### config.mk
export PLATFORM = sky130hd
export DESIGN_NAME = usr_rst_seq
export DESIGN_NICKNAME = d
export VERILOG_FILES = /design/src/rtl/usr_rst_pkg.sv /design/src/rtl/usr_rst_sync.sv /design/src/rtl/usr_rst_timer.sv /design/src/rtl/usr_rst_seq.sv
export SDC_FILE = /design/constraint.sdc
export NUM_CORES = 1
export LEC_CHECK = 0
export BUFFER_PORTS_ARGS = -buffer_cell sky130_fd_sc_hd__buf_2
export CAP_MARGIN = 20
export CORE_UTILIZATION = 58
export CTS_CLUSTER_SIZE = 12
export DETAILED_ROUTE_END_ITERATION = 10
export GPL_TIMING_DRIVEN = 0
export MAX_ROUTING_LAYER = met4
export PLACE_DENSITY = 0.91
export SYNTH_ARGS = -nofsm -noshare
export SYNTH_HDL_FRONTEND = slang
export SYNTH_SLANG_ARGS = --single-unit
### constraint.sdc
create_clock -name clk_i -period 3 [get_ports clk_i]
set_input_delay 0.15 -clock clk_i [delete_from_list [all_inputs] [get_ports clk_i]]
set_output_delay 0.15 -clock clk_i [all_outputs]
set_load 0.02 [all_outputs]
### src/rtl/usr_rst_pkg.sv
package usr_rst_pkg;

   typedef enum logic [2:0] {
      URS_IDLE      = 3'd0,
      URS_ASSERT    = 3'd1,
      URS_WAIT_RISE = 3'd2,
      URS_STARTUP   = 3'd3,
      URS_DONE      = 3'd4
   } urs_state_e;

endpackage

### src/rtl/usr_rst_sync.sv
module usr_rst_sync #(
   parameter int   STAGES    = 2,
   parameter logic RESET_VAL = 1'b1
) (
   input  logic clk_i,
   input  logic rst_ni,
   input  logic async_i,
   output logic sync_o
);

   logic [STAGES-1:0] chain_q;

   for (genvar s = 0; s < STAGES; s++) begin : g_stage
      if (s == 0) begin : g_first
         always_ff @(posedge clk_i or negedge rst_ni) begin
            if (!rst_ni) chain_q[0] <= RESET_VAL;
            else         chain_q[0] <= async_i;
         end
      end else begin : g_next
         always_ff @(posedge clk_i or negedge rst_ni) begin
            if (!rst_ni) chain_q[s] <= RESET_VAL;
            else         chain_q[s] <= chain_q[s-1];
         end
      end
   end

   assign sync_o = chain_q[STAGES-1];

endmodule

### src/rtl/usr_rst_timer.sv
module usr_rst_timer #(
   parameter int W = 16
) (
   input  logic         clk_i,
   input  logic         rst_ni,
   input  logic         load_i,
   input  logic [W-1:0] load_val_i,
   input  logic         dec_i,
   output logic         zero_o
);

   logic [W-1:0] cnt_q;

   always_ff @(posedge clk_i or negedge rst_ni) begin
      if (!rst_ni)                     cnt_q <= '0;
      else if (load_i)                 cnt_q <= load_val_i;
      else if (dec_i && cnt_q != '0)   cnt_q <= cnt_q - 1'b1;
   end

   assign zero_o = (cnt_q == '0);

endmodule

### src/rtl/usr_rst_seq.sv
module usr_rst_seq
   import usr_rst_pkg::*;
#(
   parameter int SYNC_STAGES    = 2,
   parameter int STARTUP_CYCLES = 3,
   parameter int LEN_W          = 4,
   parameter int CAUSE_W        = 3,
   parameter int CAUSE_USER     = 4
) (
   input  logic               clk_i,
   input  logic               rst_ni,
   input  logic               ext_rst_ni,
   input  logic               usr_rst_en_i,
   input  logic [LEN_W-1:0]   rst_len_i,
   output logic               pin_pull_o,
   output logic               proc_rst_no,
   output logic               periph_rst_no,
   output logic               proc_clk_en_o,
   output logic [CAUSE_W-1:0] rst_cause_o
);

   localparam int CNT_W = 1 << LEN_W;

   if (SYNC_STAGES < 2) begin : g_bad_sync
      $error("usr_rst_seq: SYNC_STAGES must be at least 2");
   end
   if (STARTUP_CYCLES < 1 || STARTUP_CYCLES > (1 << (CNT_W - 1))) begin : g_bad_startup
      $error("usr_rst_seq: STARTUP_CYCLES out of range for the shared counter");
   end
   if (CAUSE_USER >= (1 << CAUSE_W)) begin : g_bad_cause
      $error("usr_rst_seq: CAUSE_USER does not fit CAUSE_W");
   end

   logic             pin_s;
   logic             tmr_load;
   logic             tmr_dec;
   logic             tmr_zero;
   logic [CNT_W-1:0] tmr_val;
   logic [CNT_W:0]   hold_len;
   urs_state_e       state_q, state_d;
   logic [CAUSE_W-1:0] cause_q;
   logic             cause_load;

   usr_rst_sync #(
      .STAGES    (SYNC_STAGES),
      .RESET_VAL (1'b1)
   ) u_sync (
      .clk_i   (clk_i),
      .rst_ni  (rst_ni),
      .async_i (ext_rst_ni),
      .sync_o  (pin_s)
   );

   usr_rst_timer #(
      .W (CNT_W)
   ) u_timer (
      .clk_i      (clk_i),
      .rst_ni     (rst_ni),
      .load_i     (tmr_load),
      .load_val_i (tmr_val),
      .dec_i      (tmr_dec),
      .zero_o     (tmr_zero)
   );

   assign hold_len = (CNT_W + 1)'(2) << rst_len_i;

   always_comb begin
      state_d    = state_q;
      tmr_load   = 1'b0;
      tmr_dec    = 1'b0;
      tmr_val    = CNT_W'(hold_len - 1'b1);
      cause_load = 1'b0;
      unique case (state_q)
         URS_IDLE: begin
            if (usr_rst_en_i && !pin_s) begin
               tmr_load = 1'b1;
               state_d  = URS_ASSERT;
            end
         end
         URS_ASSERT: begin
            if (tmr_zero) state_d = URS_WAIT_RISE;
            else          tmr_dec = 1'b1;
         end
         URS_WAIT_RISE: begin
            if (pin_s) begin
               tmr_load = 1'b1;
               tmr_val  = CNT_W'(STARTUP_CYCLES - 1);
               state_d  = URS_STARTUP;
            end
         end
         URS_STARTUP: begin
            if (tmr_zero) begin
               cause_load = 1'b1;
               state_d    = URS_DONE;
            end else begin
               tmr_dec = 1'b1;
            end
         end
         URS_DONE: state_d = URS_IDLE;
         default:  state_d = URS_IDLE;
      endcase
   end

   always_ff @(posedge clk_i or negedge rst_ni) begin
      if (!rst_ni) begin
         state_q <= URS_IDLE;
         cause_q <= '0;
      end else begin
         state_q <= state_d;
         if (cause_load) cause_q <= CAUSE_W'(CAUSE_USER);
      end
   end

   assign pin_pull_o    = (state_q == URS_ASSERT);
   assign proc_rst_no   = !(state_q inside {URS_ASSERT, URS_WAIT_RISE, URS_STARTUP});
   assign periph_rst_no = !(state_q inside {URS_ASSERT, URS_WAIT_RISE, URS_STARTUP});
   assign proc_clk_en_o = !(state_q inside {URS_ASSERT, URS_WAIT_RISE});
   assign rst_cause_o   = cause_q;

endmodule

==> impl_results.md, run 1 <==
- Slew @ Worst Pin: around 0.85 ns
- Hold_buf cts: 2
- CP max FO: 6
- Cells after DPL: between 200 and 250
- Std-Cell Rows: 18
- Yosys reg bits: 22
- Top post-synthesis cells by area: dfrtp_1 (33%), nor3_1 (4.4%), o22a_1 (4.1%)
- Die H: about 53 um
- Clock slew at reported path FFs: between 0.1 and 0.15 ns
- Skew final: roughly 0.004 ns
- Input/output buffers: 9
- Buf/Inv on CP: 1
- CTS buffer count: 3
- EDFF count, synth: 0
- H-Tree Depth: 1
- Starting Density: 60.9%
- Max-Cap Viols: 0
- Crit share post-route: 91.3%
- Clk root buf: clkbuf_4
- Congestion Overflow GR: 0
- Post-CTS Setup Inserts: 0
- Placer congestion estimate: 0.946
- Endpoints failing setup: 0
- Crit path DAT: 2.97 ns
- Final ANT Viol Nets: 0
- Yosys warning count: 0
- Worst flop-to-flop path startpoint: u_timer.cnt_q[0]
- Avg WL per Cell: 18.4 um
- Full die area: between 2000 and 3000 um2
- Area added between synthesis and finish: 10.6%
- # fillers: 220
- Cts repair resizes: 0
- Synth Instances: ~170
- WL final: 4010 um
- Crit start category: flip-flop
- Area occupied by multi-input gates: 867 um2
- Cell variety after synth: 51
- 1st-iter DRT viols: 68
- Drt first pass iters: 4
- Hold Vio Cnt, Final: 0
- Primary FF master, synth: dfrtp_1
- Crit. End Element: flip-flop
- CP Cell Sequence: inv_1 -> ha_1 -> or4b_4 -> or3_4 -> o31ai_1 -> a21oi_1 -> o22a_1
- I/O Pins: 15
- First-pass GRT wire length: 6440 um
- Status: finished clean
- CP Launch Point: u_timer.cnt_q[0]
- Maximum resistive drop on vdd: roughly 600 uV
- Delay-heaviest family, CP: compound AO/OA/AOI/OAI gates
- Crit path max-delay cell type: o31ai_1
- Post-synthesis cell area: around 1500 um2
- Max-slew violation count: 0
- Vias: 1478
- Worst Hold Class: in -> async
- Min Tclk post-route: 2.74 ns
- Via density per instance: 6.78
- Yosys top cell area share: 33.5%
- Sink Count: 22
- Largest area contributor in the netlist: dfrtp_1
- CP peak stage delay: 0.68 ns
- DP HPWL: 2780 um
- Mean Syn Cell Area: 8.69 um2
- Die width: 52.8 um
- Fin nets: 199
- Ant. Diodes: 0
- Worst Path Required: 3.23 ns
- Minimum hold slack: 0.307 ns
- FF+latch area: 553 um2
- Initial antenna violation count: 0
- RSZ-0062 raised after global routing: no
- Worst relative slew slack: 42.9%
- Power Density: 951 nW/um2
- Number of global-route vias before repair: 1390
- FMAX: ~370 MHz
- Non-filler cells, final: 218
- Setup TNS: 0 ns
- Largest net degree at the start of global routing: 23
- Drt drc: 0
- CP Class: reg -> reg
- Async SR Flop Fraction: 100%
- Clock tree buffer depth: 2
- Global Route Usage Sum: roughly 34%
- Clk_lat worst skew: 0.32 ns
- Core area: 2450 um2
- Pleak: roughly 0.66 nW
- TritonCTS clock tree: yes
- Layout cell share with drive strength beyond 1: roughly 14%
- Sequential area share after synthesis: 37.0%
where the power goes:
group	internal (mW)	switching [mW]
sequential	0.407	0.136
combinational	0.326	0.467
clock	0.135	0.102
routing by layer:
layer / GRT usage [%] / share of wire (%) / up-vias
met4: 12.7 / 2.1 / 0
met1: 40.6 / 40 / 703
met3: 10.1 / 9.7 / 12
met2: 53.6 / 48 / 71
met5: - / 0 / -
li1: - / - / 692
worst paths after layout:
| check | depth (start not counted) | endpoint | slack (ns) |
|---|---|---|---|
| setup / recovery | 7 | u_timer.cnt_q[9] | 0.26 |
| hold / removal | 2 | u_timer.cnt_q[7] | 0.31 |
| max in group asynchronous | 2 | u_sync.chain_q[0] | 2.32 |
| hold reg to reg | 0 | u_sync.sync_o | 0.37 |
| setup reg to reg | 7 | u_timer.cnt_q[9] | 0.26 |
| min in group clk_i | 0 | u_sync.sync_o | 0.37 |
kinds of logic (layout without fill, tap and decap cells):
kind of cell,Yosys count,in the layout,synth area share [%]
xor gates and xnor gates,4,4,2.34
buffers and inverters,16,31,5.27
AOI/OAI and AO/OA,56,56,27.6
and+or+nand+nor,71,71,25.9
other,1,2,0.251
DFF,22,22,37.0
adders and majority gates,2,2,1.67
state kept, by name (all words and copies together), names as in the netlist:
name	cells
u_timer.cnt_q	16
rst_cause_o	1
state_q	3
u_sync.chain_q	1
u_sync.sync_o	1
synthesized netlist by cell type, drive strengths merged, types with 4 or more instances:
master,instances
clkbuf,9
a31oi,4
or3,5
o21ai,11
dfrtp,20
nand2,9
o22a,7
buf,4
nand3,8
nor2,15
a21oi,6
nor3,13
final cells by class:
class | count | area share [%]
Multi-Input combinational cell | 135 | 52.4
Sequential cell | 22 | 33.4
Buffer | 13 | 4.08
Timing Repair Buffer | 11 | 3.93
Tap cell | 30 | 2.27
Clock inverter | 1 | 1.82
Clock buffer | 3 | 1.36
Inverter | 3 | 0.681
per-stage QoR:
stage	util (%)	setup WS (ns)	cell area (um2)	total power, mW
floorplan	-	0.608	1500	1.10
global placement	64.4	0.341	1580	1.28
detailed placement	64.4	0.329	1580	1.32
CTS	67.4	0.300	1650	1.57
global route	67.4	0.149	1650	1.68
finish	67.4	0.261	1650	1.57
placed cells by master (no fill, tap or decap), types with 3 or more instances in the layout:
| cell | instances |
|---|---|
| a41oi_1 | 3 |
| or3_1 | 4 |
| nand2b_1 | 3 |
| nand3_1 | 8 |
| nand2_1 | 9 |
| a21oi_1 | 6 |
| o21ai_0 | 11 |
| o211ai_1 | 3 |
| clkbuf_4 | 3 |
| xnor2_1 | 3 |
| nor3_1 | 13 |
| buf_4 | 3 |
| a32oi_1 | 3 |
| o22a_1 | 7 |
| nor2_1 | 14 |
| a31oi_1 | 4 |
| clkbuf_1 | 9 |
| dfrtp_1 | 20 |
| nor4_1 | 3 |
| buf_2 | 9 |
Power figures use the tool's default switching activity.
==> run 2: changes to the inputs <==
- PLACE_DENSITY: 0.91 -> 0.83
- REMOVE_ABC_BUFFERS: default -> 1
==> run 2 against run 1 <==
Core utilization down 2.1 points. Clock power shrank 3%. Clock skew grew 0.0034 ns. Routed wire length down 15%. Register-to-register slack worse by 0.05 ns. Count of clock-buffer cells in the layout unchanged. Total power fell by 4.2%. Combinational power shrank 8.0%. Non-clock buffer count is 10 lower. Flip-flop and latch count did not move. Critical path type unchanged. Highest routed layer is now met3.
==> impl_results.md, run 2 (synthesized netlist as in run 1, its figures left out) <==
- RSZ-0062 raised after global routing: no
- Clock slew at reported path FFs: 0.13 ns (about the same)
- Post-CTS Setup Inserts: 0 (unchanged)
- CTS buffer count: 3 (unchanged)
- Clock tree buffer depth: 2 (unchanged)
- H-Tree Depth: 1 (unchanged)
- Crit share post-route: 92.8% (+1.5 points)
- Hold_buf cts: 2 (unchanged)
- Clk root buf: clkbuf_4
- Largest net degree at the start of global routing: 23 (unchanged)
- Commonest non-fill, non-tap cell in the layout: dfrtp_1
- Number of global-route vias before repair: 1224 (-12%)
- Crit path DAT: 3.00 ns (+0.03 ns)
- 1st-iter DRT viols: 74 (+8.8%)
- First-pass GRT wire length: 5450 um (-15%)
- Worst relative slew slack: 40.1% (-2.8 points)
- Via density per instance: 6.75 (-0.51%)
- Worst Path Required: 3.22 ns (about the same)
- Endpoints failing setup: 0 (unchanged)
- Avg WL per Cell: 16.5 um (-10%)
- Hold Vio Cnt, Final: 0 (unchanged)
- Vias: 1403 (-5.1%)
- Congestion Overflow GR: 0 (unchanged)
- Layout cell share with drive strength beyond 1: 14.6% (+0.25 points)
- Worst Hold Class: in -> reg
- Core area: 2450 um2 (unchanged)
- Maximum resistive drop on vdd: 664 uV (+11%)
- Placer congestion estimate: 0.948 (+0.18%)
- Max FFs per register: 16 (unchanged)
- Ant. Diodes: 0 (unchanged)
- Most frequent cells in the layout: dfrtp_1 (20), nor2_1 (14), nor3_1 (13)
- # fillers: 222 (+0.91%)
- Place WS: 0.270 ns (-0.0596 ns)
- Fin worst setup slack: 0.215 ns (-0.0455 ns)
- CP Class: reg -> reg
- Max-slew violation count: 0 (unchanged)
- DP HPWL: 2410 um (-13%)
- Cts repair resizes: 0 (unchanged)
- WL final: 3430 um (-15%)
- Met2 Use GR: 42.8% (-11 points)
- Drt drc: 0 (unchanged)
- Global Route Usage Sum: 27.5% (-6.4 points)
- Sink Count: 22 (unchanged)
- CP max FO: 13 (+7)
- Starting Density: 60.9% (unchanged)
- FMAX: 359 MHz (-1.6%)
- Die H: 52.8 um (unchanged)
- Input/output buffers: 12 (+3)
- TritonCTS clock tree: yes
- Power Density: 941 nW/um2 (-1.1%)
- Area occupied by multi-input gates: 867 um2 (unchanged)
- Crit. End Element: flip-flop
- Crit start category: flip-flop
- Top Usage Layer GRT: met2
- Drt first pass iters: 4 (unchanged)
- Die width: 52.8 um (unchanged)
- Skew final: 0.00734 ns (+0.00339 ns)
- Global Route met1 Usage: 35.3% (-5.3 points)
- Pleak: 0.642 nW (-3.1%)
- Top reg by flops: u_timer.cnt_q
- Largest registers: u_timer.cnt_q: 16 flops, state_q: 3 flops
- Area added between synthesis and finish: 7.11%
- Fin nets: 189 (-5.0%)
- I/O Pins: 15 (unchanged)
- FF+latch area: 553 um2 (unchanged)
- Min Tclk post-route: 2.78 ns (+0.0455 ns)
- Status: finished clean
- Clk_lat worst skew: 0.31 ns (about the same)
- Max-Cap Viols: 0 (unchanged)
- Met3 GRT Util: 6.38% (-3.8 points)
- Slew @ Worst Pin: 0.896 ns (+0.0463 ns)
- Final ANT Viol Nets: 0 (unchanged)
- Initial antenna violation count: 0 (unchanged)
- Std-Cell Rows: 18 (unchanged)
- Setup TNS: 0 ns (unchanged)
- Full die area: 2790 um2 (unchanged)
[run 2: layer usage]
layer	share of wire (%)	wire [um]
met1	42	1450
met2	49	1680
met3	8.9	306
met4	0	0
met5	0	0
[run 2: cell type report]
type / instances / share of cell area, %
clock inverter: 1 / 1.87
multi-input combinational: 135 / 54.1
tap: 30 / 2.34
inverter: 3 / 0.703
clock buffer: 3 / 1.41
timing repair buffer: 14 / 5.00
sequential: 22 / 34.5
[run 2: critical path: stages (launching register included)]
cell	delay (ns)
dfrtp_1	0.45
inv_1	0.09
ha_1	0.21
or4b_4	0.50
or3_4	0.38
o31a_1	0.46
nor2_2	0.26
inv_2	0.10
o221a_1	0.24
[run 2: final timing paths]
path	from	endpoint	slack, ns	depth (start not counted)
min in group asynchronous	rst_ni	u_timer.cnt_q[13]	0.32	2
max reg2reg	u_timer.cnt_q[0]	u_timer.cnt_q[7]	0.22	8
min reg2reg	u_sync.chain_q[0]	u_sync.sync_o	0.36	0
min	rst_len_i[2]	u_timer.cnt_q[12]	0.26	3
max in group asynchronous	rst_ni	u_sync.chain_q[0]	2.31	2
max	u_timer.cnt_q[0]	u_timer.cnt_q[7]	0.22	8
[run 2: where the power goes]
group / switching, mW / internal (mW) / total (mW) / leakage [nW]
clock network: 0.0936 / 0.135 / 0.229 / 0.0279
registers: 0.143 / 0.408 / 0.550 / 0.275
logic: 0.432 / 0.297 / 0.729 / 0.339
total: 0.668 / 0.839 / 1.51 / 0.642
[run 2: stage by stage]
step	cells	hold WS [ns]	utilization [%]	power, mW	area (um2)
after floorplan	160	-0.146	-	1.06	1430
after global placement	202	0.134	62.3	1.23	1530
after detailed placement	202	0.138	62.3	1.26	1530
after CTS	208	0.253	65.2	1.49	1600
after global routing	208	0.277	65.2	1.61	1600
final	208	0.260	65.2	1.51	1600
